<file path="src/rtl/hkc_pkg.sv">
package hkc_pkg;
    localparam int NUM_KEYS = 4;
    localparam int NUM_GPO  = 4;

    // Key slot positions; the report code of a key is 1 << slot.
    localparam int K_VUP   = 0;
    localparam int K_VDN   = 1;
    localparam int K_MUTE  = 2;
    localparam int K_BOOST = 3;

    typedef logic [NUM_KEYS-1:0] key_vec_t;
    typedef logic [NUM_GPO-1:0]  gpo_vec_t;

    typedef struct packed {
        logic up;
        logic dn;
    } vol_cmd_t;

    typedef struct packed {
        logic mute;
        logic boost;
    } toggle_t;

    function automatic logic suspend_next(input logic req, input logic att,
                                          input logic aux);
        return (req | ~att) & ~aux;
    endfunction
endpackage

</file>
<file path="src/rtl/hkc_debounce.sv">
module hkc_debounce #(
    parameter int DEB_CYC = 16
) (
    input  logic clk,
    input  logic rst,
    input  logic raw,
    output logic level
);
    localparam int CW = $clog2(DEB_CYC + 1);

    logic          s1, s2;
    logic [CW-1:0] cnt;

    always_ff @(posedge clk) begin
        if (rst) begin
            s1    <= 1'b0;
            s2    <= 1'b0;
            level <= 1'b0;
            cnt   <= '0;
        end else begin
            s1 <= raw;
            s2 <= s1;
            if (s2 != level) begin
                if (cnt == CW'(DEB_CYC - 1)) begin
                    level <= s2;
                    cnt   <= '0;
                end else begin
                    cnt <= cnt + 1'b1;
                end
            end else begin
                cnt <= '0;
            end
        end
    end
endmodule

</file>
<file path="src/rtl/hkc_frame_mon.sv">
module hkc_frame_mon #(
    parameter int FRAME_CYC = 12000,
    parameter int FRAME_TOL = 60
) (
    input  logic clk,
    input  logic rst,
    input  logic strobe,
    output logic pulse,
    output logic gap_err
);
    localparam int GAP_MIN = FRAME_CYC - FRAME_TOL;
    localparam int GAP_MAX = FRAME_CYC + FRAME_TOL;
    localparam int GW      = $clog2(GAP_MAX + 2);

    logic [GW-1:0] gap;
    logic          seen;

    always_ff @(posedge clk) begin
        if (rst) begin
            gap     <= '0;
            seen    <= 1'b0;
            pulse   <= 1'b0;
            gap_err <= 1'b0;
        end else begin
            pulse   <= strobe;
            gap_err <= 1'b0;
            if (strobe) begin
                gap_err <= seen && ((gap < GW'(GAP_MIN)) || (gap > GW'(GAP_MAX)));
                seen    <= 1'b1;
                gap     <= GW'(1);
            end else if (gap != GW'(GAP_MAX + 1)) begin
                gap <= gap + 1'b1;
            end
        end
    end
endmodule

</file>
<file path="src/rtl/hid_key_ctrl.sv">
module hid_key_ctrl
    import hkc_pkg::*;
#(
    parameter int DEB_CYC   = 16,
    parameter int FRAME_CYC = 12000,
    parameter int FRAME_TOL = 60
) (
    input  logic       clk,
    input  logic       rst,
    input  logic [3:0] key_in,
    input  logic       attached,
    input  logic       report_req,
    output logic       report_valid,
    output logic [3:0] report_keys,
    input  logic       gpo_we,
    input  logic [3:0] gpo_wdata,
    output logic [3:0] gpo,
    output logic       mute_state,
    output logic       bboost_en,
    output logic       vol_up_step,
    output logic       vol_dn_step,
    input  logic       suspend_req,
    input  logic       aux_present,
    output logic       suspend,
    input  logic       sof_strobe,
    output logic       sof_pulse,
    output logic       sof_gap_err
);
    key_vec_t deb, deb_d, press;
    toggle_t  tog;
    vol_cmd_t vcmd;
    gpo_vec_t gpo_q;

    for (genvar k = 0; k < NUM_KEYS; k++) begin : g_key
        hkc_debounce #(.DEB_CYC(DEB_CYC)) u_deb (
            .clk  (clk),
            .rst  (rst),
            .raw  (key_in[k]),
            .level(deb[k])
        );
    end

    assign press = deb & ~deb_d;

    always_ff @(posedge clk) begin
        if (rst) begin
            deb_d        <= '0;
            tog          <= '0;
            vcmd         <= '0;
            gpo_q        <= '0;
            report_valid <= 1'b0;
            report_keys  <= '0;
            suspend      <= 1'b0;
        end else begin
            deb_d <= deb;
            if (press[K_MUTE])
                tog.mute <= ~tog.mute;
            if (press[K_BOOST] && attached)
                tog.boost <= ~tog.boost;
            vcmd.up <= press[K_VUP] & ~attached;
            vcmd.dn <= press[K_VDN] & ~attached;
            if (gpo_we)
                gpo_q <= gpo_wdata;
            report_valid <= report_req;
            if (report_req)
                report_keys <= deb;
            suspend <= suspend_next(suspend_req, attached, aux_present);
        end
    end

    assign mute_state  = tog.mute;
    assign bboost_en   = tog.boost & attached;
    assign vol_up_step = vcmd.up;
    assign vol_dn_step = vcmd.dn;
    assign gpo         = gpo_q;

    hkc_frame_mon #(.FRAME_CYC(FRAME_CYC), .FRAME_TOL(FRAME_TOL)) u_frame (
        .clk    (clk),
        .rst    (rst),
        .strobe (sof_strobe),
        .pulse  (sof_pulse),
        .gap_err(sof_gap_err)
    );
endmodule

</file>
<file path="config.mk">
export PLATFORM = sky130hd
export DESIGN_NAME = hid_key_ctrl
export DESIGN_NICKNAME = d
export VERILOG_FILES = /design/src/rtl/hkc_pkg.sv /design/src/rtl/hkc_debounce.sv /design/src/rtl/hkc_frame_mon.sv /design/src/rtl/hid_key_ctrl.sv
export SDC_FILE = /design/constraint.sdc
export NUM_CORES = 1
export LEC_CHECK = 0
export ABC_AREA = 0
export BUFFER_PORTS_ARGS = -buffer_cell sky130_fd_sc_hd__buf_2
export CAP_MARGIN = 20
export CORE_MARGIN = 3
export CORE_UTILIZATION = 56
export DETAILED_ROUTE_END_ITERATION = 8
export GPL_ROUTABILITY_DRIVEN = 0
export PLACE_DENSITY = 0.8
export SLEW_MARGIN = 20
export SYNTH_ARGS = -nofsm -noshare
export SYNTH_HDL_FRONTEND = slang
export SYNTH_SLANG_ARGS = --single-unit
</file>
<file path="constraint.sdc">
create_clock -name clk -period 2.4 [get_ports clk]
set_clock_uncertainty 0.2 [all_clocks]
set_input_delay 0 -clock clk [delete_from_list [all_inputs] [get_ports clk]]
set_output_delay 0 -clock clk [all_outputs]
set_load 0.01 [all_outputs]
</file>
Word-level counts from Yosys, hierarchy flattened. Cells that the tools add are included.

Register bits after elaboration: 67. Input port bits: 16.

Add/sub/neg operators: 5. $lt $le $gt $ge: 2. Equality and inequality tests: 9. Mux-type cells: 2. Bitwise operators: 16. Reductions and logical operators: 14.

Operators by type and width (count): $add 5x1->5 const B (4); $eq 5x4->1 const B (4); $add 14x1->14 const B (1); $gt 14x14->1 const B (1); $lt 14x14->1 const B (1); $ne 14x14->1 const B (1); $reduce_or 3->1 (4); $not 1->1 (9); $reduce_and 2->1 (4); $and 1x1->1 (4); $and 4x4->4 (1); $ne 1x1->1 (4); $not 4->4 (1); $reduce_or 2->1 (2); $logic_and 1x1->1 (2); $mux 1 (2); $reduce_bool 2->1 (1); $logic_or 1x1->1 (1); $or 1x1->1 (1).

Logic depth before layout (Yosys ltp).
Depth after elaboration: 3. Mapped depth: 6. Depth with buffers taken out: 6.

By module. Synthesis repeated with hierarchy kept, for this count alone.

Cells, all modules: 260. Area total of the unflattened synthesis: 2572.5 um^2.

By module, submodules not included: hkc_debounce (instances 4, cells an instance 27, area an instance 286.5 um^2); hkc_frame_mon (instances 1, cells an instance 98, area an instance 838.3 um^2); hid_key_ctrl (instances 1, cells an instance 54, area an instance 588.1 um^2).

Worst setup path before layout. OpenSTA, ideal clock, no wires.

Path kind: register to register. Start point: register u_frame.gap[1]. End point: register u_frame.gap[5]. Library setup time: 0.071 ns. Data arrival time: 1.461 ns. Required time: 2.129 ns. Setup slack: 0.669 ns. Stages on the path, launching flop included: 7. Buffers on the path: 0. Clock period less this slack: 1.731 ns. Cells stage by stage: dfxtp_1 inv_1 ha_1 nand4_1 nor4_4 or4_2 a21oi_1.

Cells in the longest elaborated chain, start to end: 1.

RTL lines: from (decl) (line hkc_frame_mon.sv:15) `logic [GW-1:0] gap;`; from (signal assigned) (line hkc_frame_mon.sv:32) `gap <= gap + 1'b1;`; $add 14x1->14 or $ne 14x14->1 (tied branches) (line hkc_frame_mon.sv:32, hkc_frame_mon.sv:31).

Parallel ways exist; a longest one is shown, timed or not. A chain may end at the register's enable or synchronous reset.

Final worst setup path.
Start point: register u_frame.gap[5]. End point: register u_frame.gap[2].

Cells in the longest elaborated chain, start to end: 1.

RTL lines: $ne 14x14->1 (line hkc_frame_mon.sv:31) `end else if (gap != GW'(GAP_MAX + 1)) begin`.

Every way passes these cells.

==> results.md <==
- Port-buffer cells: 31
- Post-layout util: 74.6%
- Post-synth EDFFs: 0
- Detailed Route WL: ~4400 µm
- Post-synthesis sequential area ratio: between 50% and 60%
- Clk Latency, worst-skew pair: 0.32 ns
- Die height: approximately 74 µm
- Slowest-stage cell, CP: or3_4
- Synth-to-Final Area Change: 22.8%
- Cell count after synthesis: 259
- Antenna Nets Post-Route: 0
- Syn Area/Cell: approximately 9.9 µm²
- Diodes inserted: 0
- Core Region: 4200 µm²
- Post-DP HPWL: 3000 µm
- Max IR drop VDD: around 0.00044 V
- Post-DR vias/cell: between 5 and 6
- Outcome: completed
- Flops & latches, synth: between 60 and 70
- Multi-input gate area: about 1100 µm²
- Crit-path max FO: 8
- Switch Pwr: approximately 0.00043 W
- Slowest Stage Delay on Critical Path: between 0.4 and 0.5 ns
- Dpl cell area: roughly 2800 µm²
- # IOs: 32
- Root Buffer: clkbuf_8
- Number of global-route vias before repair: 1767
- Final-report setup violation count: 0
- TritonCTS buffer count: 9
- RSZ-0062 raised after global routing: no
- Site Rows: 23
- Mapped Nets: 286
- Vias post-DR: 1911
- Fillers: 299
- 1st-iter DRT viols: 75
- Slew @ Worst Pin: roughly 0.44 ns
- Clock power share: 42.1%
- Antenna violations before repair: 0
- Grt total ovfl: 0
- Clock transition at path regs: 0.06 ns
- Asr flop ratio synth: 0%
- Fin Setup TNS: 0 ns
- Largest net degree at the start of global routing: 27
- First-pass GRT wire length: 7540 µm
- Hold Path Class: flip-flop to flip-flop
- Layout cells sized above 1: 17.0%
- Final Cell Area: roughly 3100 µm²
- Switching share of power: between 10% and 20%
- Most used flip-flop cell after synthesis: dfxtp_1
- # resized after CTS: 0
- Fin. max-slew vios: 0
- Power share of the combinational group: 4.7%
- Worst Setup Start Kind: flip-flop
- Max-Slew Margin vs Limit: 70.1%
- Tot GR Track Use: 18.3%
- Num Clock Sinks: 67
- Pwr dens: 685 nW/µm²
- Final Hold Fails: 0
- Nets: 341
- Netlist cell types: 37
- H-Tree Depth: 3
- Worst path bufs/invs: 0
- CP Capture Type: flip-flop
- Post-CTS Setup Repair Bufs: 0
- Fmax: 0.525 GHz
- Critical Path RT: 2.45 ns
- Die ar.: 5400 µm²
- Final critical-path required period: 1.91 ns
- TritonCTS clock tree: done
- Die X: 73.5 µm
- Pleak: ~1.3 nW
- Critical path arrival: ~2 ns
- Seq pwr share: 53.2%
- Yosys warns: 0
- Crit Path Category: flip-flop to flip-flop
- Synthesized area: ~2600 µm²
- DR DRC count: 0
- Internal cell power: 0.00172 W
- Clock Path Buffers: 2
- Drt pass-1 iters: 5
- CP delay by family, top: simple AND/OR/NAND/NOR gates
- Crit-path cells: or3_4 > nor4_4 > and2b_2 > a21oi_1
- Wire length per cell: 12.0 µm
- Starting Density: between 60% and 70%
- Register area: between 1000 and 1500 µm²
- Period Utilization, post-route: slightly below 80%
- Max_cap viols: 0
## power groups by stage
stage                     clock network (W)  logic [W]  registers (W)
after floorplan                           0  0.0000434        0.00117
after global placement                    0  0.0000740        0.00117
after detailed placement                  0  0.0000755        0.00117
after CTS                          0.000929   0.000102        0.00114
after global routing               0.000980   0.000113        0.00114
final                              0.000903   0.000102        0.00114
## timing repair
| item | 4_1_cts | 5_1_grt |
|---|---|---|
| hold buffers | 19 | 0 |
| endpoints found under the hold margin | 42 | 0 |
| setup endpoints to repair | 0 | 0 |
## cell usage after synthesis (2+ instances only)
cell       n  area share, %
nand2_1    6           0.88
dfxtp_1   67             53
xor2_1     6            2.1
ha_1      11            5.4
nor3b_1    2           0.59
nand4_1    2           0.49
inv_1     14            2.1
and3_1     6            1.5
nor2b_1   14            3.4
xnor2_1   14            4.8
nor3_1     3           0.59
clkbuf_1   7            1.0
mux2i_1   13            5.1
or3_1      7            1.7
o21ai_0    4           0.78
nand3_1   10            2.0
a21oi_1    8            1.6
or3_2      2           0.59
nor2_1    45            6.6
## path summary, 6_finish.rpt
check,start,endpoint,slack (ns),cells past startpoint
setup / recovery,u_frame.gap[5]$_SDFFE_PP0P_,u_frame.gap[2]$_SDFFE_PP0P_,0.49,4
setup reg to reg,u_frame.gap[5]$_SDFFE_PP0P_,u_frame.gap[2]$_SDFFE_PP0P_,0.49,4
hold / removal,deb_d[0]$_SDFF_PP0_,vol_up_step$_SDFF_PP0_,0.19,1
hold reg to reg,deb_d[0]$_SDFF_PP0_,vol_up_step$_SDFF_PP0_,0.19,1
## kinds of logic after synthesis
family | share of synthesized area (%)
simple gates | 23.0
flops | 52.5
buf+inv | 3.09
xor+xnor | 6.86
compound gates | 4.02
mux | 5.10
fa+ha+maj | 5.39
## area by class of cell
cell class,count,area share (%)
Clock buffer,13,5.07
Clock inverter,2,1.12
Inverter,14,1.68
Multi-Input combinational cell,171,36.1
Sequential cell,67,42.8
Tap cell,50,2.00
Timing Repair Buffer,51,11.3
## cells in the final DEF (no fill, tap or decap), drive strengths merged, types with 2 or more instances in the layout
master | Yosys | routed
dlygate4sd3 | 0 | 19
nor2 | 45 | 45
inv | 14 | 14
xnor2 | 14 | 14
nor3 | 3 | 3
nand2 | 6 | 6
nor2b | 14 | 14
xor2 | 6 | 6
dfxtp | 67 | 67
nand3 | 10 | 10
clkbuf | 7 | 13
nand4 | 2 | 2
ha | 11 | 11
o21ai | 4 | 4
and3 | 7 | 7
or3 | 10 | 10
nor3b | 2 | 2
mux2i | 13 | 13
nor4 | 2 | 2
or4 | 2 | 2
buf | 0 | 32
a21oi | 8 | 8
## per-layer routing
layer	routed length, µm	GRT usage (%)	vias up
met5	0	0	-
met4	109	10.3	0
met3	204	3.69	10
met2	2090	30.1	50
met1	2000	22.1	875
li1	-	-	976
## metrics by stage
stage / cells / setup WS, ns / total power (W) / hold slack, ns
final: 368 / 0.494 / 0.00215 / 0.192
after global routing: 368 / 0.370 / 0.00224 / 0.201
after detailed placement: 334 / 0.554 / 0.00124 / -0.0310
after global placement: 334 / 0.585 / 0.00124 / -0.0326
after floorplan: 259 / 0.669 / 0.00121 / -0.124
after CTS: 368 / 0.496 / 0.00217 / 0.195
## registers in the layout, summed over array words and instances (netlist names)
signal / count
g_key.u_deb.cnt: 20
u_frame.gap: 14
deb_d: 4
g_key.u_deb.level: 4
g_key.u_deb.s1: 4
g_key.u_deb.s2: 4
gpo: 4
report_keys: 4
mute_state: 1
report_valid: 1
suspend: 1
tog: 1
u_frame.gap_err: 1
u_frame.pulse: 1
u_frame.seen: 1
vol_dn_step: 1
vol_up_step: 1
Power figures use the tool's default switching activity.
